===== config.mk =====
export PLATFORM = sky130hd
export DESIGN_NAME = lin_rx_flags
export DESIGN_NICKNAME = d
export VERILOG_FILES = /design/src/rtl/lin_flags_pkg.sv /design/src/rtl/lin_seq_clear.sv /design/src/rtl/lin_hdr_err.sv /design/src/rtl/lin_line_err.sv /design/src/rtl/lin_rx_flags.sv
export SDC_FILE = /design/constraint.sdc
export NUM_CORES = 1
export LEC_CHECK = 0
export CORE_MARGIN = 1.5
export CORE_UTILIZATION = 30
export DETAILED_ROUTE_END_ITERATION = 10
export DONT_BUFFER_PORTS = 1
export HOLD_SLACK_MARGIN = 0.02
export PLACE_DENSITY = 0.52
export REMOVE_ABC_BUFFERS = 1
export SLEW_MARGIN = 10
export SYNTH_ARGS = -nofsm -noshare
export SYNTH_HDL_FRONTEND = slang
export SYNTH_SLANG_ARGS = --single-unit

===== constraint.sdc =====
create_clock -name clk -period 2.02 [get_ports clk]
set_input_delay 0.101 -clock clk [delete_from_list [all_inputs] [get_ports clk]]
set_output_delay 0.101 -clock clk [all_outputs]
set_load 0.01 [all_outputs]

===== src/rtl/lin_flags_pkg.sv =====
package lin_flags_pkg;

  localparam int STAT_W  = 8;
  localparam int FRAME_W = 8;
  localparam int ADDR_W  = 2;

  // status byte bit positions (software decodes these)
  localparam int B_TXE = 7;
  localparam int B_TXC = 6;
  localparam int B_RDY = 5;
  localparam int B_HDR = 3;
  localparam int B_NF  = 2;
  localparam int B_FE  = 1;
  localparam int B_PE  = 0;

  // auxiliary byte bit positions
  localparam int A_LOCK = 0;
  localparam int A_BRK  = 1;

  // sticky line-flag vector indices inside the line error module
  localparam int LF_PE  = 0;
  localparam int LF_FE  = 1;
  localparam int LF_NF  = 2;
  localparam int LF_RDY = 3;
  localparam int LF_N   = 4;

  typedef enum logic [ADDR_W-1:0] {
    REG_STAT = 2'd0,
    REG_DATA = 2'd1,
    REG_AUX  = 2'd2,
    REG_NONE = 2'd3
  } reg_sel_e;

  // all-zero character with a dominant stop bit
  function automatic logic is_break(input logic [FRAME_W-1:0] d, input logic stop);
    return (d == '0) && !stop;
  endfunction

  // a genuine framing error: slave mode wants some recessive data bit too
  function automatic logic true_fe(input logic [FRAME_W-1:0] d, input logic stop,
                                   input logic slave);
    return !stop && (!slave || (d != '0));
  endfunction

  function automatic logic [STAT_W-1:0] pack_status(input logic rdy, input logic hdr,
                                                    input logic nf, input logic fe,
                                                    input logic pe);
    logic [STAT_W-1:0] s;
    s        = '0;
    s[B_TXE] = 1'b1;
    s[B_TXC] = 1'b1;
    s[B_RDY] = rdy;
    s[B_HDR] = hdr;
    s[B_NF]  = nf;
    s[B_FE]  = fe;
    s[B_PE]  = pe;
    return s;
  endfunction

endpackage


===== src/rtl/lin_seq_clear.sv =====
module lin_seq_clear (
  input  logic clk,
  input  logic rst_n,
  input  logic stat_rd,
  input  logic stat_wr,
  input  logic data_rd,
  input  logic any_set,
  output logic armed,
  output logic clr
);

  logic armed_q;
  logic armed_d;

  always_comb begin
    armed_d = armed_q;
    if (any_set || stat_wr) armed_d = 1'b0;
    else if (stat_rd)       armed_d = 1'b1;
    else if (data_rd)       armed_d = 1'b0;
  end

  always_ff @(posedge clk or negedge rst_n) begin
    if (!rst_n) armed_q <= 1'b0;
    else        armed_q <= armed_d;
  end

  assign armed = armed_q;
  assign clr   = armed_q && data_rd;

  // a set event or status write leaves the sequence disarmed
  assert_disarm_on_event_R10: assert property (@(posedge clk) disable iff (!rst_n)
    (any_set || stat_wr) |=> !armed_q);

  // the sequence only arms from a status read
  assert_arm_from_status_R9: assert property (@(posedge clk) disable iff (!rst_n)
    (!armed_q && !stat_rd) |=> !armed_q);

endmodule


===== src/rtl/lin_hdr_err.sv =====
module lin_hdr_err (
  input  logic clk,
  input  logic rst_n,
  input  logic in_hdr,
  input  logic timeout,
  input  logic sync_bad,
  input  logic overrun,
  input  logic clr,
  input  logic lock_clr,
  output logic hdr_q,
  output logic lock_q,
  output logic hdr_set
);

  assign hdr_set = sync_bad || overrun || (timeout && in_hdr);

  always_ff @(posedge clk or negedge rst_n) begin
    if (!rst_n) begin
      lock_q <= 1'b0;
    end else if (sync_bad) begin
      lock_q <= 1'b1;
    end else if (lock_clr) begin
      lock_q <= 1'b0;
    end
  end

  always_ff @(posedge clk or negedge rst_n) begin
    if (!rst_n) begin
      hdr_q <= 1'b0;
    end else if (hdr_set) begin
      hdr_q <= 1'b1;
    end else if (clr && !lock_q) begin
      hdr_q <= 1'b0;
    end
  end

  // a bad sync field raises both the error and the lock
  assert_sync_sets_both_R2: assert property (@(posedge clk) disable iff (!rst_n)
    sync_bad |=> (hdr_q && lock_q));

  // a timeout outside the header alone sets nothing
  assert_timeout_gated_R2: assert property (@(posedge clk) disable iff (!rst_n)
    (!hdr_q && timeout && !in_hdr && !sync_bad && !overrun) |=> !hdr_q);

  // the lock holds the header error
  assert_lock_holds_hdr_R3: assert property (@(posedge clk) disable iff (!rst_n)
    (lock_q && hdr_q) |=> hdr_q);

endmodule


===== src/rtl/lin_line_err.sv =====
module lin_line_err
  import lin_flags_pkg::*;
(
  input  logic               clk,
  input  logic               rst_n,
  input  logic               slave,
  input  logic               brk_off,
  input  logic               par_chk,
  input  logic               frame,
  input  logic [FRAME_W-1:0] data,
  input  logic               stop,
  input  logic               noise,
  input  logic               id_chk,
  input  logic               id_bad,
  input  logic               clr,
  input  logic               brk_clr,
  output logic [LF_N-1:0]    flags_q,
  output logic               brk_q,
  output logic [FRAME_W-1:0] data_q,
  output logic               any_set
);

  logic [LF_N-1:0] set_vec;
  logic            brk_set;

  assign set_vec[LF_PE]  = id_chk && id_bad && par_chk;
  assign set_vec[LF_FE]  = frame && true_fe(data, stop, slave);
  assign set_vec[LF_NF]  = noise && !slave;
  assign set_vec[LF_RDY] = frame;
  assign brk_set         = frame && slave && !brk_off && is_break(data, stop);
  assign any_set         = (|set_vec) || brk_set;

  for (genvar i = 0; i < LF_N; i++) begin : g_flag
    always_ff @(posedge clk or negedge rst_n) begin
      if (!rst_n)          flags_q[i] <= 1'b0;
      else if (set_vec[i]) flags_q[i] <= 1'b1;
      else if (clr)        flags_q[i] <= 1'b0;
    end
  end

  always_ff @(posedge clk or negedge rst_n) begin
    if (!rst_n)       brk_q <= 1'b0;
    else if (brk_set) brk_q <= 1'b1;
    else if (brk_clr) brk_q <= 1'b0;
  end

  always_ff @(posedge clk or negedge rst_n) begin
    if (!rst_n)     data_q <= '0;
    else if (frame) data_q <= data;
  end

  // a slave-mode break never becomes a framing error
  assert_fe_not_on_break_R4: assert property (@(posedge clk) disable iff (!rst_n)
    (slave && !flags_q[LF_FE] && (data == '0)) |=> !flags_q[LF_FE]);

  // the break flag stays clear in master mode
  assert_no_brk_master_R5: assert property (@(posedge clk) disable iff (!rst_n)
    (!slave && !brk_q) |=> !brk_q);

  // parity error needs the check enabled
  assert_pe_needs_enable_R6: assert property (@(posedge clk) disable iff (!rst_n)
    (!par_chk && !flags_q[LF_PE]) |=> !flags_q[LF_PE]);

  // slave-mode noise is ignored
  assert_noise_slave_R8: assert property (@(posedge clk) disable iff (!rst_n)
    (slave && !flags_q[LF_NF]) |=> !flags_q[LF_NF]);

  // a set in the clearing cycle wins
  assert_set_wins_R11: assert property (@(posedge clk) disable iff (!rst_n)
    (clr && id_chk && id_bad && par_chk) |=> flags_q[LF_PE]);

  // each character loads its byte and raises data-ready
  assert_frame_loads_R12: assert property (@(posedge clk) disable iff (!rst_n)
    frame |=> (flags_q[LF_RDY] && (data_q == $past(data))));

endmodule


===== src/rtl/lin_rx_flags.sv =====
module lin_rx_flags
  import lin_flags_pkg::*;
(
  input  logic               clk,
  input  logic               rst_n,
  input  logic               cfg_slave,
  input  logic               cfg_brk_off,
  input  logic               cfg_par_chk,
  input  logic               cfg_rx_ie,
  input  logic               cfg_par_ie,
  input  logic               ev_frame,
  input  logic [FRAME_W-1:0] ev_data,
  input  logic               ev_stop,
  input  logic               ev_in_hdr,
  input  logic               ev_timeout,
  input  logic               ev_sync_bad,
  input  logic               ev_overrun,
  input  logic               ev_noise,
  input  logic               ev_id_chk,
  input  logic               ev_id_bad,
  input  logic               bus_sel,
  input  logic               bus_wr,
  input  logic [ADDR_W-1:0]  bus_addr,
  input  logic [STAT_W-1:0]  bus_wdata,
  output logic [STAT_W-1:0]  bus_rdata,
  output logic               irq_rx,
  output logic               irq_par
);

  reg_sel_e sel;
  logic stat_rd, stat_wr, data_rd, aux_wr;
  logic armed, clr;
  logic hdr_q, lock_q, hdr_set;
  logic [LF_N-1:0] lflags;
  logic brk_q, line_set, any_set;
  logic [FRAME_W-1:0] data_q;
  logic [STAT_W-1:0] status;
  logic [STAT_W-1:0] aux;
  logic unused_wbits;

  assign sel     = reg_sel_e'(bus_addr);
  assign stat_rd = bus_sel && !bus_wr && (sel == REG_STAT);
  assign stat_wr = bus_sel &&  bus_wr && (sel == REG_STAT);
  assign data_rd = bus_sel && !bus_wr && (sel == REG_DATA);
  assign aux_wr  = bus_sel &&  bus_wr && (sel == REG_AUX);
  assign any_set = hdr_set || line_set;
  assign unused_wbits = ^bus_wdata[STAT_W-1:2];

  lin_seq_clear u_seq (
    .clk     (clk),
    .rst_n   (rst_n),
    .stat_rd (stat_rd),
    .stat_wr (stat_wr),
    .data_rd (data_rd),
    .any_set (any_set),
    .armed   (armed),
    .clr     (clr)
  );

  lin_hdr_err u_hdr (
    .clk      (clk),
    .rst_n    (rst_n),
    .in_hdr   (ev_in_hdr),
    .timeout  (ev_timeout),
    .sync_bad (ev_sync_bad),
    .overrun  (ev_overrun),
    .clr      (clr),
    .lock_clr (aux_wr && bus_wdata[A_LOCK]),
    .hdr_q    (hdr_q),
    .lock_q   (lock_q),
    .hdr_set  (hdr_set)
  );

  lin_line_err u_line (
    .clk     (clk),
    .rst_n   (rst_n),
    .slave   (cfg_slave),
    .brk_off (cfg_brk_off),
    .par_chk (cfg_par_chk),
    .frame   (ev_frame),
    .data    (ev_data),
    .stop    (ev_stop),
    .noise   (ev_noise),
    .id_chk  (ev_id_chk),
    .id_bad  (ev_id_bad),
    .clr     (clr),
    .brk_clr (aux_wr && bus_wdata[A_BRK]),
    .flags_q (lflags),
    .brk_q   (brk_q),
    .data_q  (data_q),
    .any_set (line_set)
  );

  assign status = pack_status(lflags[LF_RDY], hdr_q, lflags[LF_NF],
                              lflags[LF_FE], lflags[LF_PE]);

  always_comb begin
    aux         = '0;
    aux[A_LOCK] = lock_q;
    aux[A_BRK]  = brk_q;
  end

  always_comb begin
    unique case (sel)
      REG_STAT: bus_rdata = status;
      REG_DATA: bus_rdata = STAT_W'(data_q);
      REG_AUX:  bus_rdata = aux;
      default:  bus_rdata = '0;
    endcase
  end

  assign irq_rx  = cfg_rx_ie  && (hdr_q || lflags[LF_RDY]);
  assign irq_par = cfg_par_ie && lflags[LF_PE];

  // an unarmed data read leaves the framing flag alone
  assert_clear_needs_arm_R9: assert property (@(posedge clk) disable iff (!rst_n)
    (data_rd && !armed && status[B_FE]) |=> status[B_FE]);

  // the status clear sequence does not touch the break flag
  assert_brk_survives_clear_R5: assert property (@(posedge clk) disable iff (!rst_n)
    (clr && brk_q && !aux_wr) |=> brk_q);

endmodule


==> results of run 1 <==
worst paths after layout:
path | start | endpoint | cells after the start
worst max-delay path | ev_overrun | u_hdr.hdr_q | 5
worst min-delay path | ev_stop | u_line.flags_q[1] | 2
worst max register to register | u_seq.armed | u_line.flags_q[0] | 4
worst min register to register | u_line.flags_q[2] | u_line.flags_q[2] | 1
max in group asynchronous | rst_n | u_line.data_q[4] | 1
min in group asynchronous | rst_n | u_hdr.hdr_q | 1
Yosys cell counts (all sizes together):
master	n
mux2i	5
a32o	2
nand2	7
o21a	1
a21o	3
and2	2
o21ai	4
dfrtp	16
nand4b	1
nor3	1
nor2b	3
nand3	1
a211oi	1
or2	1
a31oi	1
or3b	1
mux2	6
nor2	4
inv	6
a311oi	1
o2bb2ai	1
a21oi	2
clkbuf	2
o31ai	1
nand4	2
buf	1
o211a	1
nor4	1
metrics by stage:
stage | cell area [µm²] | hold WS (ns) | power, µW | setup slack (ns)
6_report | 1121 | 0.04408 | 661.2 | 0.05254
4_1_cts | 1091 | 0.02068 | 665.2 | 0.09895
3_3_place_gp | 834.6 | -0.1941 | 404.0 | 0.8972
5_1_grt | 1121 | 0.03399 | 698.7 | 0.03312
2_1_floorplan | 797.0 | -0.1946 | 396.2 | 0.9418
3_5_place_dp | 834.6 | -0.1941 | 406.2 | 0.8996
layout by cell type, fill, tap and decap left out, types with 2 or more instances in the layout:
cell | netlist | final
dlygate4sd3_1 | 0 | 25
dfrtp_1 | 16 | 16
nand2_1 | 7 | 7
inv_1 | 6 | 6
mux2_2 | 6 | 6
mux2i_1 | 5 | 5
o21ai_0 | 4 | 4
nor2_1 | 4 | 4
nor2b_1 | 3 | 3
a21o_1 | 3 | 3
clkbuf_4 | 0 | 3
a21oi_1 | 2 | 2
and2_1 | 2 | 2
nand4_1 | 2 | 2
a32o_1 | 2 | 2
layout make-up:
type	instances	area (µm²)
Sequential cell	16	400.4
Tap cell	30	37.54
Timing Repair Buffer	25	250.2
Multi-Input combinational cell	53	374.1
Fill cell	254	1401
Clock buffer	4	36.28
Inverter	6	22.52
flip-flops by register name, summed over array words and instances, names as in the netlist:
register        cells
u_line.data_q       8
u_line.flags_q      4
u_hdr.hdr_q         1
u_hdr.lock_q        1
u_line.brk_q        1
u_seq.armed         1
report_power, final:
| group | switching [µW] | internal [µW] | leakage, µW | total, µW |
|---|---|---|---|---|
| Combinational | 43.5 | 54.0 | 0.000260 | 97.5 |
| Clock | 110 | 110 | 0.0000210 | 220 |
| Sequential | 7.34 | 336 | 0.000175 | 344 |
layer usage:
| layer | wire length (µm) | track usage (%) | up-vias | part of all wire [%] |
|---|---|---|---|---|
| met3 | 166 | 6.183 | 2 | 8.1 |
| met1 | 965 | 18.15 | 328 | 47 |
| met4 | 14 | 3.252 | 0 | 0.69 |
| met5 | 0 | 0 | - | 0 |
| met2 | 894 | 22.82 | 33 | 44 |
| li1 | - | - | 336 | - |
timing repair:
item / CTS / global route
resized for setup: 0 / 0
hold buffers: 22 / 3
hold endpoints to repair: 31 / 2
critical path: stages:
cell	delay, ns
dlygate4sd3_1	0.54
a211oi_1	0.32
dlygate4sd3_1	0.61
nand2_1	0.05
dlygate4sd3_1	0.54
cells by family after synthesis:
family | count (synthesis)
AO/OA/AOI/OAI | 18
buffers and inverters | 9
flip-flops | 16
multiplexers | 11
AND/OR/NAND/NOR | 24
==> impl_metrics.tcl, run 1 <==
set metrics [dict create \
    row_count 18 \
    yosysTopAreaCell "dfrtp_1" \
    clock_latency_ns 0.29 \
    wire_per_inst_um 15.23 \
    routed_via_density 5.216 \
    synth.distinct_cells 28 \
    final_hold_viol_count 0 \
    fmax_ghz 0.5083 \
    vias 699 \
    grt_start_max_net_pins 17 \
    clock_skew_ns 0.002550 \
    slew_viol_final 0 \
    synth-seq-cells 16 \
    yosysTopAreaCellShare_pct 49.46 \
    power_density_nw_per_um2 589.8 \
    synth_xor_area_share_pct 0 \
    cp_max_fo 2 \
    h-tree-depth 1 \
    cts_tree "yes" \
    synth_compound_area_share_pct 15.92 \
    rsz0062_at_grt "no" \
    grt_remaining_overflow 0 \
    rrSetupSlack_ns 0.48 \
    crit_type "primary input to flip-flop" \
    dieArea_um2 3019 \
    yosysWarnings 0 \
    cts-root-buf "clkbuf_4" \
    grt_pass1_vias 659 \
    fin_crit_sh_pct 97.40 \
    layout-drive-gt1-share_pct 10.58 \
    yosysSeqAreaShare_pct 49.46 \
    synth_fa_ha_area_share_pct 0 \
    antenna_cells 0 \
    postCtsSetupBuffers 0 \
    fin_util_pct 44.44 \
    first_pass_iters 3 \
    worst_slew_pin_slew_ns 0.7301 \
    numCtsBuffers 3 \
    drv_cap 0 \
    worstSetupEndpointType "flip-flop" \
    core_area_um2 2522 \
    drtAntennaViolNets 0 \
    route.detailed.drc 0 \
    syn_to_final_growth_pct 38.49 \
    syn_area_um2 809.5 \
    synthCells 78 \
    setup_tns_ns 0 \
    grt_usage_pct 14.39 \
    vdd.ir_drop.worst_uv 355.0 \
    io_buffers 0 \
    hold_class "primary input to flip-flop" \
    status "finished clean" \
    totalWireLength_mm 2.041 \
    clock-sinks 16 \
    synth.area.mux_share_pct 14.53 \
    clk_pin_slew_ns 0.10 \
    drtIter0Drc 1 \
    final_cells 134 \
    nets 141 \
    dieWidth_um 54.95 \
    synth_simple_gate_area_share_pct 15.77 \
    slew_headroom_pct 51.17 \
    design.portCount 46 \
    hpwl_mm 1.408 \
    startpoint_type "primary input" \
    worstPathArrival_ns 2.15 \
    grt_pass1_wl_mm 2.925 \
    start_util_pct 32.09 \
    grt_antenna_before_repair 0 \
    avgSynthCellArea_um2 10.38 \
    gp_congestion 0.7476 \
    clockBufferDepth 2 \
    required_ns 2.21 \
    synth_area_leaders "dfrtp_1 49%, mux2_2 8.3%, mux2i_1 6.2%" \
    synth_top_family_by_area "compound AO/OA/AOI/OAI gates" \
    setup_viol 0 \
    p_leak_uw 0.0004562 \
    die_h_um 54.95 \
    min_period_ns 1.967 \
    place_inst 105 \
]
(Power assumes the default switching activity.)
==> inputs of run 2 (changes only) <==
--- a/config.mk
+++ b/config.mk
@@ -5,6 +5,7 @@
 export SDC_FILE = /design/constraint.sdc
 export NUM_CORES = 1
 export LEC_CHECK = 0
+export ABC_AREA = 1
 export CORE_MARGIN = 1.5
 export CORE_UTILIZATION = 30
 export DETAILED_ROUTE_END_ITERATION = 10
==> run 2 against run 1 <==
The run now ends with design-rule violations left. Global-route usage is 0.52 points higher. Worst setup slack improved by 0.44 ns. Combinational power rose by 17%. Wire length is 10% higher. Via count grew 17%. Sequential power decreased by 1%. Critical path depth shrank 2. Non-clock buffer count decreased by 4. Clock skew is 0.0056 ns higher. Highest routed layer unchanged. Clock power hardly changed. Critical endpoint is now u_line.data_q[7]. Worst hold slack lost 0.018 ns.
==> impl_metrics.tcl, run 2 <==
set metrics [dict create \
    rrSetupSlack_ns 0.83 \
    final_common_cell "nand2_1" \
    yosysWarnings 0 \
    fin_crit_sh_pct 75.83 \
    worst_slew_pin_slew_ns 0.7375 \
    numCtsBuffers 3 \
    final_hold_viol_count 0 \
    startpoint_type "primary input" \
    drtIter0Drc 28 \
    async_reset_ff_share_pct 100.0 \
    place_inst 149 \
    required_ns 2.21 \
    grt_pass1_wl_mm 3.726 \
    cts_tree "yes" \
    final_cells 174 \
    vdd.ir_drop.worst_uv 397.7 \
    synth-seq-cells 16 \
    dieWidth_um 57.69 \
    slew_viol_final 0 \
    power_density_nw_per_um2 573.0 \
    swShare_pct 26.33 \
    clockBufferDepth 2 \
    io_buffers 0 \
    row_count 19 \
    placed_area_um2 925.9 \
    dieArea_um2 3328 \
    grt_usage_pct 14.91 \
    layout-drive-gt1-share_pct 9.091 \
    largest_registers "u_line.data_q: 8 flops, u_line.flags_q: 4 flops" \
    holdWs_ns 0.02642 \
    design.portCount 46 \
    clk_pin_slew_ns 0.10 \
    h-tree-depth 1 \
    syn_area_um2 897.1 \
    clock_skew_ns 0.008121 \
    synthTopCellsByCount "27 x nand2_1, 25 x inv_1, 16 x dfrtp_1" \
    p_comb_share_pct 16.9 \
    violations "design-rule violations" \
    status "finished with violations" \
    hold_class "primary input to flip-flop" \
    nets 180 \
    totalPowerFinal_uw 671.8 \
    setup_viol 0 \
    rsz0062_at_grt "no" \
    r2r_cells 3 \
    start_util_pct 31.98 \
    grt_start_max_net_pins 18 \
    cp_max_fo 17 \
    synth_area_leaders "dfrtp_1 45%, nand2_1 11%, inv_1 10%" \
    regMostFlops "u_line.data_q" \
    setup_tns_ns 0 \
    hpwl_mm 1.656 \
    worstSetupEndpointType "flip-flop" \
    pwr-share-clk_pct 32.5 \
    fmax_ghz 0.6529 \
    synthCells 120 \
    grt_remaining_overflow 0 \
    antenna_cells 0 \
    grt_antenna_before_repair 0 \
    yosysTopAreaCell "dfrtp_1" \
    synth.distinct_cells 20 \
    r2r_end "u_line.brk_q" \
    vias 818 \
    synth-main-ff-cell "dfrtp_1" \
    yosysSeqAreaShare_pct 44.63 \
    cp-startpoint "ev_frame" \
    intPower_uw 494.9 \
    gp_congestion 0.7613 \
    r2r_start "u_line.brk_q" \
    synth.most_common_cell "nand2_1" \
    drv_cap 0 \
    p_leak_uw 0.0005788 \
    min_period_ns 1.532 \
    crit_type "primary input to flip-flop" \
    clock-sinks 16 \
    first_pass_iters 7 \
    synth_edf_count 0 \
    avgSynthCellArea_um2 7.476 \
    cts.repair.resized 0 \
    route.detailed.drc 1 \
    grt_pass1_vias 806 \
    layout_common_cells "27 x nand2_1, 25 x inv_1, 21 x dlygate4sd3_1" \
    die_h_um 57.69 \
    power.switching_uw 176.9 \
    yosysTopAreaCellShare_pct 44.63 \
    clock_latency_ns 0.29 \
    core_area_um2 2805 \
    fin_area_um2 1172 \
    syn_to_final_growth_pct 30.68 \
    worstPathArrival_ns 1.72 \
    slew_headroom_pct 50.67 \
    fillers 291 \
    wire_per_inst_um 12.94 \
    worstSetupEndpoint "u_line.data_q[7]" \
    cts-root-buf "clkbuf_4" \
    largest_reg_flops 8 \
    drtAntennaViolNets 0 \
    totalWireLength_mm 2.251 \
    routed_via_density 4.701 \
    p_seq_share_pct 50.6 \
]
==> run 2: layout make-up <==
type,count,area [µm²],area share [%]
clock buffers,4,36.28,3.095
inverters,26,97.59,8.324
multi-input cells,76,389.1,33.19
well taps,31,38.79,3.308
repair buffers,21,210.2,17.93
flip-flops and latches,16,400.4,34.15
==> run 2: power by group through the flow <==
| stage | Sequential (µW) | Clock (µW) | Combinational, µW |
|---|---|---|---|
| global placement | 346 | 0 | 70.9 |
| CTS | 340 | 227 | 114 |
| global route | 341 | 237 | 128 |
| floorplan | 345 | 0 | 59.7 |
| detailed placement | 346 | 0 | 72.1 |
| finish | 340 | 219 | 114 |
==> run 2: critical path: stages <==
cell and delay (ns):
dlygate4sd3_1 0.88, o21ai_0 0.17, dlygate4sd3_1 0.57
==> run 2: worst min-delay path by stage <==
stage	cells past startpoint	endpoint	start
final	3	u_hdr.lock_q	bus_wdata[0]
after CTS	3	u_hdr.lock_q	bus_wdata[0]
after floorplan	0	u_hdr.hdr_q	rst_n
after detailed placement	0	u_line.data_q[2]	rst_n
after global routing	3	u_hdr.lock_q	bus_wdata[0]
after global placement	0	u_line.data_q[3]	rst_n
==> run 2: cells by family after synthesis <==
group	count (synthesis)	synth area share [%]
AND/OR/NAND/NOR	54	27.48
buffers and inverters	28	11.99
AO/OA/AOI/OAI	22	15.90
flip-flops	16	44.63
==> run 2: repair_timing <==
| item | in CTS | in global routing |
|---|---|---|
| hold buffers | 21 | 0 |
| hold endpoints to repair | 31 | 0 |
| buffers inserted | 0 | 0 |
==> run 2: metal layers <==
metal | global-route usage (%) | vias to the layer above | wire length (µm)
met5 | 0 | - | 0
met2 | 22.56 | 29 | 999
met3 | 5.134 | 2 | 161
met1 | 20.85 | 369 | 1070
met4 | 2.990 | 0 | 19
li1 | - | 418 | -
==> run 2: per-stage QoR <==
stage	worst slack (ns)	util (%)
2_1_floorplan	1.269	-
3_3_place_gp	1.135	33.01
3_5_place_dp	1.121	33.01
4_1_cts	0.5138	41.79
5_1_grt	0.4224	41.79
6_report	0.4883	41.79
